File: src/rtl/uart_rx_brk_pkg.sv
package uart_rx_brk_pkg;

  typedef enum logic [2:0] {
    ST_IDLE,
    ST_START,
    ST_DATA,
    ST_PAR,
    ST_STOP,
    ST_BREAK
  } rx_state_t;

  localparam logic [1:0] PM_NONE = 2'b00;
  localparam logic [1:0] PM_EVEN = 2'b01;
  localparam logic [1:0] PM_ODD  = 2'b10;

  // majority of three samples
  function automatic logic vote3(input logic a, input logic b, input logic c);
    return (a & b) | (a & c) | (b & c);
  endfunction

  function automatic logic parity_on(input logic [1:0] mode);
    return (mode == PM_EVEN) || (mode == PM_ODD);
  endfunction

  // data_xor: XOR reduction of the data word
  function automatic logic parity_bad(input logic data_xor, input logic pbit,
                                      input logic [1:0] mode);
    logic odd_ones;
    odd_ones = data_xor ^ pbit;
    case (mode)
      PM_EVEN: return odd_ones;
      PM_ODD:  return ~odd_ones;
      default: return 1'b0;
    endcase
  endfunction

endpackage

File: src/rtl/rxb_sync.sv
module rxb_sync #(
  parameter int STAGES = 2
) (
  input  logic clk,
  input  logic rst_n,
  input  logic d,
  output logic q
);
  logic [STAGES-1:0] chain;

  generate
    if (STAGES == 1) begin : g_one
      always_ff @(posedge clk or negedge rst_n)
        if (!rst_n) chain <= '1;
        else        chain <= d;
    end else begin : g_many
      always_ff @(posedge clk or negedge rst_n)
        if (!rst_n) chain <= '1;
        else        chain <= {chain[STAGES-2:0], d};
    end
  endgenerate

  assign q = chain[STAGES-1];
endmodule

File: src/rtl/rxb_bit_timer.sv
module rxb_bit_timer
  import uart_rx_brk_pkg::*;
#(
  parameter int OVS = 16
) (
  input  logic clk,
  input  logic rst_n,
  input  logic tick,
  input  logic rx,
  input  logic restart,   // start detected in idle
  input  logic active,    // inside a frame
  output logic bit_mid,   // decision tick of the current bit
  output logic bit_val,   // majority value, valid with bit_mid
  output logic bit_end    // last tick of the current bit
);
  localparam int CW = $clog2(OVS);
  localparam logic [CW-1:0] SMP_A = CW'(OVS/2 - 1);
  localparam logic [CW-1:0] SMP_B = CW'(OVS/2);
  localparam logic [CW-1:0] SMP_C = CW'(OVS/2 + 1);
  localparam logic [CW-1:0] LAST  = CW'(OVS - 1);

  logic [CW-1:0] cnt;
  logic [CW-1:0] nxt;
  logic [1:0]    smp;

  assign nxt = (cnt == LAST) ? '0 : cnt + 1'b1;

  always_ff @(posedge clk or negedge rst_n) begin
    if (!rst_n) begin
      cnt <= '0;
      smp <= '0;
    end else if (tick) begin
      if (restart) begin
        cnt <= '0;
      end else if (active) begin
        cnt <= nxt;
        if (nxt == SMP_A) smp[0] <= rx;
        if (nxt == SMP_B) smp[1] <= rx;
      end
    end
  end

  assign bit_mid = tick && active && (nxt == SMP_C);
  assign bit_end = tick && active && (cnt == LAST);
  assign bit_val = vote3(smp[0], smp[1], rx);
endmodule

File: src/rtl/rxb_frame_fsm.sv
module rxb_frame_fsm
  import uart_rx_brk_pkg::*;
#(
  parameter int DATA_W    = 8,
  parameter int END_TICKS = 2
) (
  input  logic              clk,
  input  logic              rst_n,
  input  logic              tick,
  input  logic              rx,
  input  logic [1:0]        par_mode,
  input  logic              bit_mid,
  input  logic              bit_val,
  input  logic              bit_end,
  output logic              restart,
  output logic              active,
  output logic [DATA_W-1:0] data_q,
  output logic              valid_q,
  output logic              perr_q,
  output logic              ferr_q,
  output logic              frame_done,
  output logic              brk_start,
  output logic              brk_end,
  output logic              in_break
);
  localparam int IW = $clog2(DATA_W + 1);
  localparam int HW = $clog2(END_TICKS + 1);
  localparam logic [IW-1:0] IDX_FULL = IW'(DATA_W);
  localparam logic [HW-1:0] HI_LAST  = HW'(END_TICKS - 1);

  rx_state_t         st;
  logic [DATA_W-1:0] shreg;
  logic [IW-1:0]     idx;
  logic              pbit;
  logic [HW-1:0]     hi_cnt;
  logic              par_en;
  logic              all_low;

  assign par_en   = parity_on(par_mode);
  assign restart  = tick && (st == ST_IDLE) && !rx;
  assign active   = (st == ST_START) || (st == ST_DATA) ||
                    (st == ST_PAR)   || (st == ST_STOP);
  assign in_break = (st == ST_BREAK);

  assign all_low    = (shreg == '0) && !(par_en && pbit) && !bit_val;
  assign brk_start  = (st == ST_STOP) && bit_mid && all_low;
  assign frame_done = (st == ST_STOP) && bit_mid && !all_low;
  assign brk_end    = in_break && tick && rx && (hi_cnt == HI_LAST);

  always_ff @(posedge clk or negedge rst_n) begin
    if (!rst_n) begin
      st      <= ST_IDLE;
      shreg   <= '0;
      idx     <= '0;
      pbit    <= 1'b0;
      hi_cnt  <= '0;
      data_q  <= '0;
      valid_q <= 1'b0;
      perr_q  <= 1'b0;
      ferr_q  <= 1'b0;
    end else begin
      valid_q <= 1'b0;
      case (st)
        ST_IDLE: if (restart) st <= ST_START;
        ST_START: begin
          if (bit_mid && bit_val) st <= ST_IDLE;
          else if (bit_end) begin
            st  <= ST_DATA;
            idx <= '0;
          end
        end
        ST_DATA: begin
          if (bit_mid) begin
            shreg <= {bit_val, shreg[DATA_W-1:1]};
            idx   <= idx + 1'b1;
          end
          if (bit_end && idx == IDX_FULL) st <= par_en ? ST_PAR : ST_STOP;
        end
        ST_PAR: begin
          if (bit_mid) pbit <= bit_val;
          if (bit_end) st <= ST_STOP;
        end
        ST_STOP: begin
          if (brk_start) begin
            st     <= ST_BREAK;
            hi_cnt <= '0;
          end else if (frame_done) begin
            st      <= ST_IDLE;
            valid_q <= 1'b1;
            data_q  <= shreg;
            perr_q  <= parity_bad(^shreg, pbit, par_mode);
            ferr_q  <= !bit_val;
          end
        end
        ST_BREAK: begin
          if (brk_end) st <= ST_IDLE;
          else if (tick) hi_cnt <= rx ? hi_cnt + 1'b1 : '0;
        end
        default: st <= ST_IDLE;
      endcase
    end
  end
endmodule

File: src/rtl/rxb_status.sv
module rxb_status (
  input  logic clk,
  input  logic rst_n,
  input  logic set_a,
  input  logic set_b,
  input  logic clr,
  output logic flag
);
  always_ff @(posedge clk or negedge rst_n) begin
    if (!rst_n)              flag <= 1'b0;
    else if (set_a || set_b) flag <= 1'b1;
    else if (clr)            flag <= 1'b0;
  end
endmodule

File: src/rtl/uart_rx_brk.sv
module uart_rx_brk
  import uart_rx_brk_pkg::*;
#(
  parameter int DATA_W     = 8,
  parameter int OVS        = 16,
  parameter int END_TICKS  = 2,
  parameter int SYNC_STAGE = 2
) (
  input  logic              clk,
  input  logic              rst_n,
  input  logic              tick,
  input  logic              rxd,
  input  logic [1:0]        par_mode,
  input  logic              clr_status,
  output logic [DATA_W-1:0] rx_data,
  output logic              rx_valid,
  output logic              par_err,
  output logic              frm_err,
  output logic              brk_flag
);
  logic rx_s;
  logic bit_mid_w, bit_val_w, bit_end_w;
  logic restart_w, active_w;
  logic frame_done_w, brk_start_w, brk_end_w, in_break_w;

  rxb_sync #(.STAGES(SYNC_STAGE)) u_sync (
    .clk(clk), .rst_n(rst_n), .d(rxd), .q(rx_s)
  );

  rxb_bit_timer #(.OVS(OVS)) u_timer (
    .clk(clk), .rst_n(rst_n), .tick(tick), .rx(rx_s),
    .restart(restart_w), .active(active_w),
    .bit_mid(bit_mid_w), .bit_val(bit_val_w), .bit_end(bit_end_w)
  );

  rxb_frame_fsm #(.DATA_W(DATA_W), .END_TICKS(END_TICKS)) u_fsm (
    .clk(clk), .rst_n(rst_n), .tick(tick), .rx(rx_s), .par_mode(par_mode),
    .bit_mid(bit_mid_w), .bit_val(bit_val_w), .bit_end(bit_end_w),
    .restart(restart_w), .active(active_w),
    .data_q(rx_data), .valid_q(rx_valid), .perr_q(par_err), .ferr_q(frm_err),
    .frame_done(frame_done_w), .brk_start(brk_start_w), .brk_end(brk_end_w),
    .in_break(in_break_w)
  );

  rxb_status u_status (
    .clk(clk), .rst_n(rst_n), .set_a(brk_start_w), .set_b(brk_end_w),
    .clr(clr_status), .flag(brk_flag)
  );
endmodule

File: config.mk
export PLATFORM = sky130hd
export DESIGN_NAME = uart_rx_brk
export DESIGN_NICKNAME = d
export VERILOG_FILES = /design/src/rtl/uart_rx_brk_pkg.sv /design/src/rtl/rxb_sync.sv /design/src/rtl/rxb_bit_timer.sv /design/src/rtl/rxb_frame_fsm.sv /design/src/rtl/rxb_status.sv /design/src/rtl/uart_rx_brk.sv
export SDC_FILE = /design/constraint.sdc
export NUM_CORES = 1
export LEC_CHECK = 0
export CORE_UTILIZATION = 55
export DETAILED_ROUTE_END_ITERATION = 16
export DONT_BUFFER_PORTS = 1
export PLACE_DENSITY = 0.77
export SYNTH_ARGS = -nofsm -noshare
export SYNTH_HDL_FRONTEND = slang
export SYNTH_SLANG_ARGS = --single-unit
File: constraint.sdc
create_clock -name clk -period 3.4 [get_ports clk]
set_input_delay 0.34 -clock clk [delete_from_list [all_inputs] [get_ports clk]]
set_output_delay 0.34 -clock clk [all_outputs]
set_load 0.02 [all_outputs]
==> impl_metrics.xml <==
<?xml version="1.0" encoding="UTF-8"?>
<metrics>
  <group name="synth">
    <metric name="synth_cell_types" unit="">51</metric>
    <metric name="syn-instance-count" unit="">204</metric>
    <metric name="yosysSeqAreaShare" unit="%">43.8</metric>
    <metric name="async_flop_share" unit="%">100</metric>
    <metric name="yosys.cell_count.top_type" unit="">sky130_fd_sc_hd__dfrtp_1</metric>
    <metric name="synth_enable_flop_cells" unit="">0</metric>
    <metric name="yosys_register_bits" unit="">38</metric>
    <metric name="synth_nets" unit="">224</metric>
    <metric name="yosys.area.top_type_share" unit="%">41.4</metric>
    <metric name="syn_area" unit="µm²">2180</metric>
    <metric name="syn-mean-instance-area" unit="µm²">10.7</metric>
    <metric name="synth_top_cells_by_count" unit="">36 x sky130_fd_sc_hd__dfrtp_1, 21 x sky130_fd_sc_hd__inv_1, 20 x sky130_fd_sc_hd__o21ai_0</metric>
    <metric name="netlist_top_cells_area" unit="">sky130_fd_sc_hd__dfrtp_1 41%, sky130_fd_sc_hd__ha_1 7.5%, sky130_fd_sc_hd__mux2_2 6.2%</metric>
    <metric name="synth_largest_area_cell" unit="">sky130_fd_sc_hd__dfrtp_1</metric>
    <metric name="ys.warnings.count" unit="">0</metric>
    <metric name="synthFlopType" unit="">sky130_fd_sc_hd__dfrtp_1</metric>
  </group>
  <group name="clock_tree">
    <metric name="cts_tree" unit="">done</metric>
    <metric name="worst_skew_pair.late_latency" unit="ns">0.28</metric>
    <metric name="postCtsSetupBuffers" unit="">0</metric>
    <metric name="clock_tree.htree_level_count" unit="">2</metric>
    <metric name="cts_root_buffer" unit="">sky130_fd_sc_hd__clkbuf_8</metric>
    <metric name="clock-sinks" unit="">38</metric>
    <metric name="clock_tree.buffer_depth" unit="">2</metric>
    <metric name="cts.reportedPaths.clkPinSlew" unit="ns">0.07</metric>
    <metric name="cts_inserted_buffers" unit="">5</metric>
  </group>
  <group name="final_layout">
    <metric name="nets" unit="">226</metric>
    <metric name="fin_area" unit="µm²">2310</metric>
    <metric name="area_growth" unit="%">6.04</metric>
    <metric name="post_route_cells_drive_above_1_share" unit="%">18.0</metric>
    <metric name="insertedDiodeCount" unit="">0</metric>
    <metric name="utilization" unit="%">62.1</metric>
  </group>
  <group name="worst_setup_path">
    <metric name="path_class" unit="">flip-flop to flip-flop</metric>
    <metric name="data_required_time_of_the_worst_path" unit="ns">3.57</metric>
    <metric name="worst_r2r_path_cells" unit="">6</metric>
    <metric name="reg_to_reg_endpoint" unit="">u_fsm.st[0]$_DFFE_PN0P_</metric>
    <metric name="setup.reg_to_reg.worst_slack" unit="ns">1.22</metric>
    <metric name="critPathCaptureType" unit="">flip-flop</metric>
    <metric name="critical_path_peak_fanout" unit="">9</metric>
    <metric name="critPathArrivalTime" unit="ns">2.35</metric>
    <metric name="startpoint_type" unit="">flip-flop</metric>
    <metric name="launching_point_of_the_worst_reg2reg_path" unit="">u_timer.cnt[0]$_DFFE_PN0P_</metric>
  </group>
  <group name="timing">
    <metric name="tightest_slew" unit="ns">0.509</metric>
    <metric name="achievable-frequency" unit="MHz">459</metric>
    <metric name="finalCriticalPeriod" unit="ns">2.18</metric>
    <metric name="setup_total_negative_slack" unit="ns">0</metric>
    <metric name="maxSlewHeadroom" unit="%">66.1</metric>
    <metric name="fin_ws" unit="ns">1.22</metric>
    <metric name="hold_viol" unit="">0</metric>
    <metric name="rsz0062_at_grt" unit="">no</metric>
    <metric name="share_of_the_cycle_needed_by_the_critical_path_after_routing" unit="%">64.0</metric>
    <metric name="report.final.setup_viol" unit="">0</metric>
    <metric name="fin_skew" unit="ns">0.00547</metric>
    <metric name="hold_slack" unit="ns">0.0509</metric>
    <metric name="final-max-slew-violation-count" unit="">0</metric>
  </group>
  <group name="flow_run">
    <metric name="cap_viol_max_count" unit="">0</metric>
  </group>
  <group name="pwr">
    <metric name="cellInternalPower" unit="W">0.000913</metric>
    <metric name="power.switching" unit="W">0.000524</metric>
    <metric name="combinational_group_share_of_total_power" unit="%">34.9</metric>
    <metric name="leakage" unit="nW">1.05</metric>
    <metric name="switching_share" unit="%">36.5</metric>
    <metric name="share_clk_of_total_power" unit="%">20.4</metric>
    <metric name="power_density" unit="nW/µm²">623</metric>
    <metric name="pwr-share-seq" unit="%">44.7</metric>
    <metric name="max_vdd_drop" unit="V">0.000286</metric>
  </group>
  <group name="floorplanning">
    <metric name="io-pin-count" unit="">19</metric>
    <metric name="fp.dieArea" unit="µm²">4210</metric>
    <metric name="die-height" unit="µm">64.9</metric>
    <metric name="fp.dieW" unit="µm">64.9</metric>
    <metric name="num_rows" unit="">22</metric>
    <metric name="initial_utilization" unit="%">58.6</metric>
    <metric name="core_area" unit="µm²">3720</metric>
  </group>
  <group name="routing">
    <metric name="detailedRoute.firstPassIterationCount" unit="">6</metric>
    <metric name="detailroute.via_count" unit="">1447</metric>
    <metric name="route.detailed.drc" unit="">0</metric>
    <metric name="drt_wl_total" unit="µm">3750</metric>
    <metric name="drt-wirelength-per-cell" unit="µm">14.8</metric>
    <metric name="final_antenna_net_count" unit="">0</metric>
    <metric name="vias_per_cell" unit="">5.72</metric>
    <metric name="drt_first_iter_violations" unit="">64</metric>
  </group>
  <group name="hold_path">
    <metric name="hold-path-cell-count" unit="">0</metric>
    <metric name="hold_path.startpoint" unit="">rxd</metric>
    <metric name="whs_endpoint" unit="">u_sync.chain[0]$_DFF_PN1_</metric>
    <metric name="hold_class" unit="">input port to flip-flop</metric>
  </group>
  <group name="global_route">
    <metric name="grt_max_degree" unit="">39</metric>
    <metric name="grt_antenna_before_repair" unit="">0</metric>
    <metric name="grt_overflow_total" unit="">0</metric>
    <metric name="grt_pass1_vias" unit="">1436</metric>
    <metric name="grt_use_total" unit="%">21.7</metric>
    <metric name="wire_length_of_the_first_global_routing_pass" unit="µm">6840</metric>
  </group>
  <group name="placed_design">
    <metric name="place_area" unit="µm²">2190</metric>
    <metric name="dp.final_hpwl" unit="µm">2770</metric>
    <metric name="io_buffers" unit="">0</metric>
    <metric name="preCtsSetupSlack" unit="ns">1.24</metric>
    <metric name="place_congestion" unit="">0.805</metric>
  </group>
  <group name="run_status">
    <metric name="run_status" unit="">finished, final reports clean</metric>
  </group>
</metrics>
## final cells by class
cell class / count / area [µm²]
fillers: 305 / 1410
multi-input cells: 138 / 1100
flip-flops and latches: 38 / 953
clock buffers: 6 / 82.6
inverters: 21 / 78.8
well taps: 48 / 60.1
repair buffers: 2 / 30.0
## worst max-delay path, stage by stage (launching register included)
cell and delay (ns):
sky130_fd_sc_hd__dfrtp_1 0.47, sky130_fd_sc_hd__ha_1 0.39, sky130_fd_sc_hd__nand3_2 0.13, sky130_fd_sc_hd__o2bb2ai_4 0.31
sky130_fd_sc_hd__a31oi_4 0.15, sky130_fd_sc_hd__nor3_4 0.29, sky130_fd_sc_hd__mux2_4 0.32
## repair_timing
| item | 4_1_cts | 5_1_grt |
|---|---|---|
| hold buffers | 2 | 0 |
| setup endpoints to repair | 0 | 0 |
| hold endpoints to repair | 38 | 0 |
| gates resized for setup | 0 | 0 |
## metal layers
metal	GRT usage, %	share of wire, %	vias to the layer above
met4	10.3	1.9	0
met2	33.5	47	26
met3	4.75	3.4	9
met5	0	0	-
li1	-	-	715
met1	28.9	48	697
## cells in the final DEF (no fill, tap or decap), types with 3 or more instances in the layout
master | synthesis | routed
sky130_fd_sc_hd__dfrtp_1 | 36 | 36
sky130_fd_sc_hd__inv_1 | 21 | 21
sky130_fd_sc_hd__o21ai_0 | 20 | 20
sky130_fd_sc_hd__nand2_1 | 16 | 16
sky130_fd_sc_hd__ha_1 | 13 | 13
sky130_fd_sc_hd__mux2_2 | 12 | 12
sky130_fd_sc_hd__nor2_1 | 9 | 9
sky130_fd_sc_hd__a21oi_1 | 6 | 6
sky130_fd_sc_hd__clkbuf_8 | 0 | 6
sky130_fd_sc_hd__nand3_1 | 5 | 5
sky130_fd_sc_hd__nand2b_1 | 4 | 4
sky130_fd_sc_hd__o31ai_1 | 4 | 4
sky130_fd_sc_hd__xnor2_1 | 4 | 4
sky130_fd_sc_hd__and3_1 | 3 | 3
sky130_fd_sc_hd__a22o_1 | 3 | 3
sky130_fd_sc_hd__mux2_4 | 3 | 3
## power by group through the flow
stage	registers, W	clock network, W	logic, W
detailed placement	0.000646	0	0.000490
global route	0.000657	0.000320	0.000556
CTS	0.000639	0.000302	0.000505
global placement	0.000636	0	0.000474
floorplan	0.000570	0	0.000500
finish	0.000642	0.000293	0.000502
## through the flow
| stage | total power (W) | instances |
|---|---|---|
| 2_1_floorplan | 0.00107 | 204 |
| 3_3_place_gp | 0.00111 | 245 |
| 3_5_place_dp | 0.00114 | 245 |
| 4_1_cts | 0.00145 | 253 |
| 5_1_grt | 0.00153 | 253 |
| 6_report | 0.00144 | 253 |
## cells by family after synthesis
| family | share of synthesized area, % |
|---|---|
| AO/OA/AOI/OAI | 16.3 |
| XOR/XNOR | 2.01 |
| flip-flops | 43.8 |
| AND/OR/NAND/NOR | 16.1 |
| adder cells (fa/ha/maj) | 7.99 |
| buffers and inverters | 5.52 |
| multiplexers | 8.28 |
## flip-flops by register name, indices dropped and copies added, names as in the netlist
| register | count |
|---|---|
| u_fsm.data_q | 8 |
| u_sync.chain | 2 |
| u_fsm.ferr_q | 1 |
| u_fsm.idx | 4 |
| u_timer.cnt | 4 |
| u_fsm.shreg | 8 |
| u_fsm.pbit | 1 |
| u_fsm.valid_q | 1 |
| u_fsm.hi_cnt | 2 |
| u_timer.smp | 2 |
| u_fsm.perr_q | 1 |
| u_fsm.st | 3 |
| u_status.flag | 1 |
## worst max-delay path by stage
stage / from / endpoint / depth (start not counted)
after floorplan: u_timer.cnt[0]$_DFFE_PN0P_ / u_fsm.st[0]$_DFFE_PN0P_ / 6
after global placement: u_timer.cnt[0]$_DFFE_PN0P_ / u_fsm.st[0]$_DFFE_PN0P_ / 6
after detailed placement: u_timer.cnt[0]$_DFFE_PN0P_ / u_fsm.st[0]$_DFFE_PN0P_ / 6
after CTS: u_timer.cnt[0]$_DFFE_PN0P_ / u_fsm.st[0]$_DFFE_PN0P_ / 6
after global routing: u_timer.cnt[0]$_DFFE_PN0P_ / u_fsm.st[0]$_DFFE_PN0P_ / 6
final: u_timer.cnt[0]$_DFFE_PN0P_ / u_fsm.st[0]$_DFFE_PN0P_ / 6
Note: power is estimated with default switching activity, not from simulation.
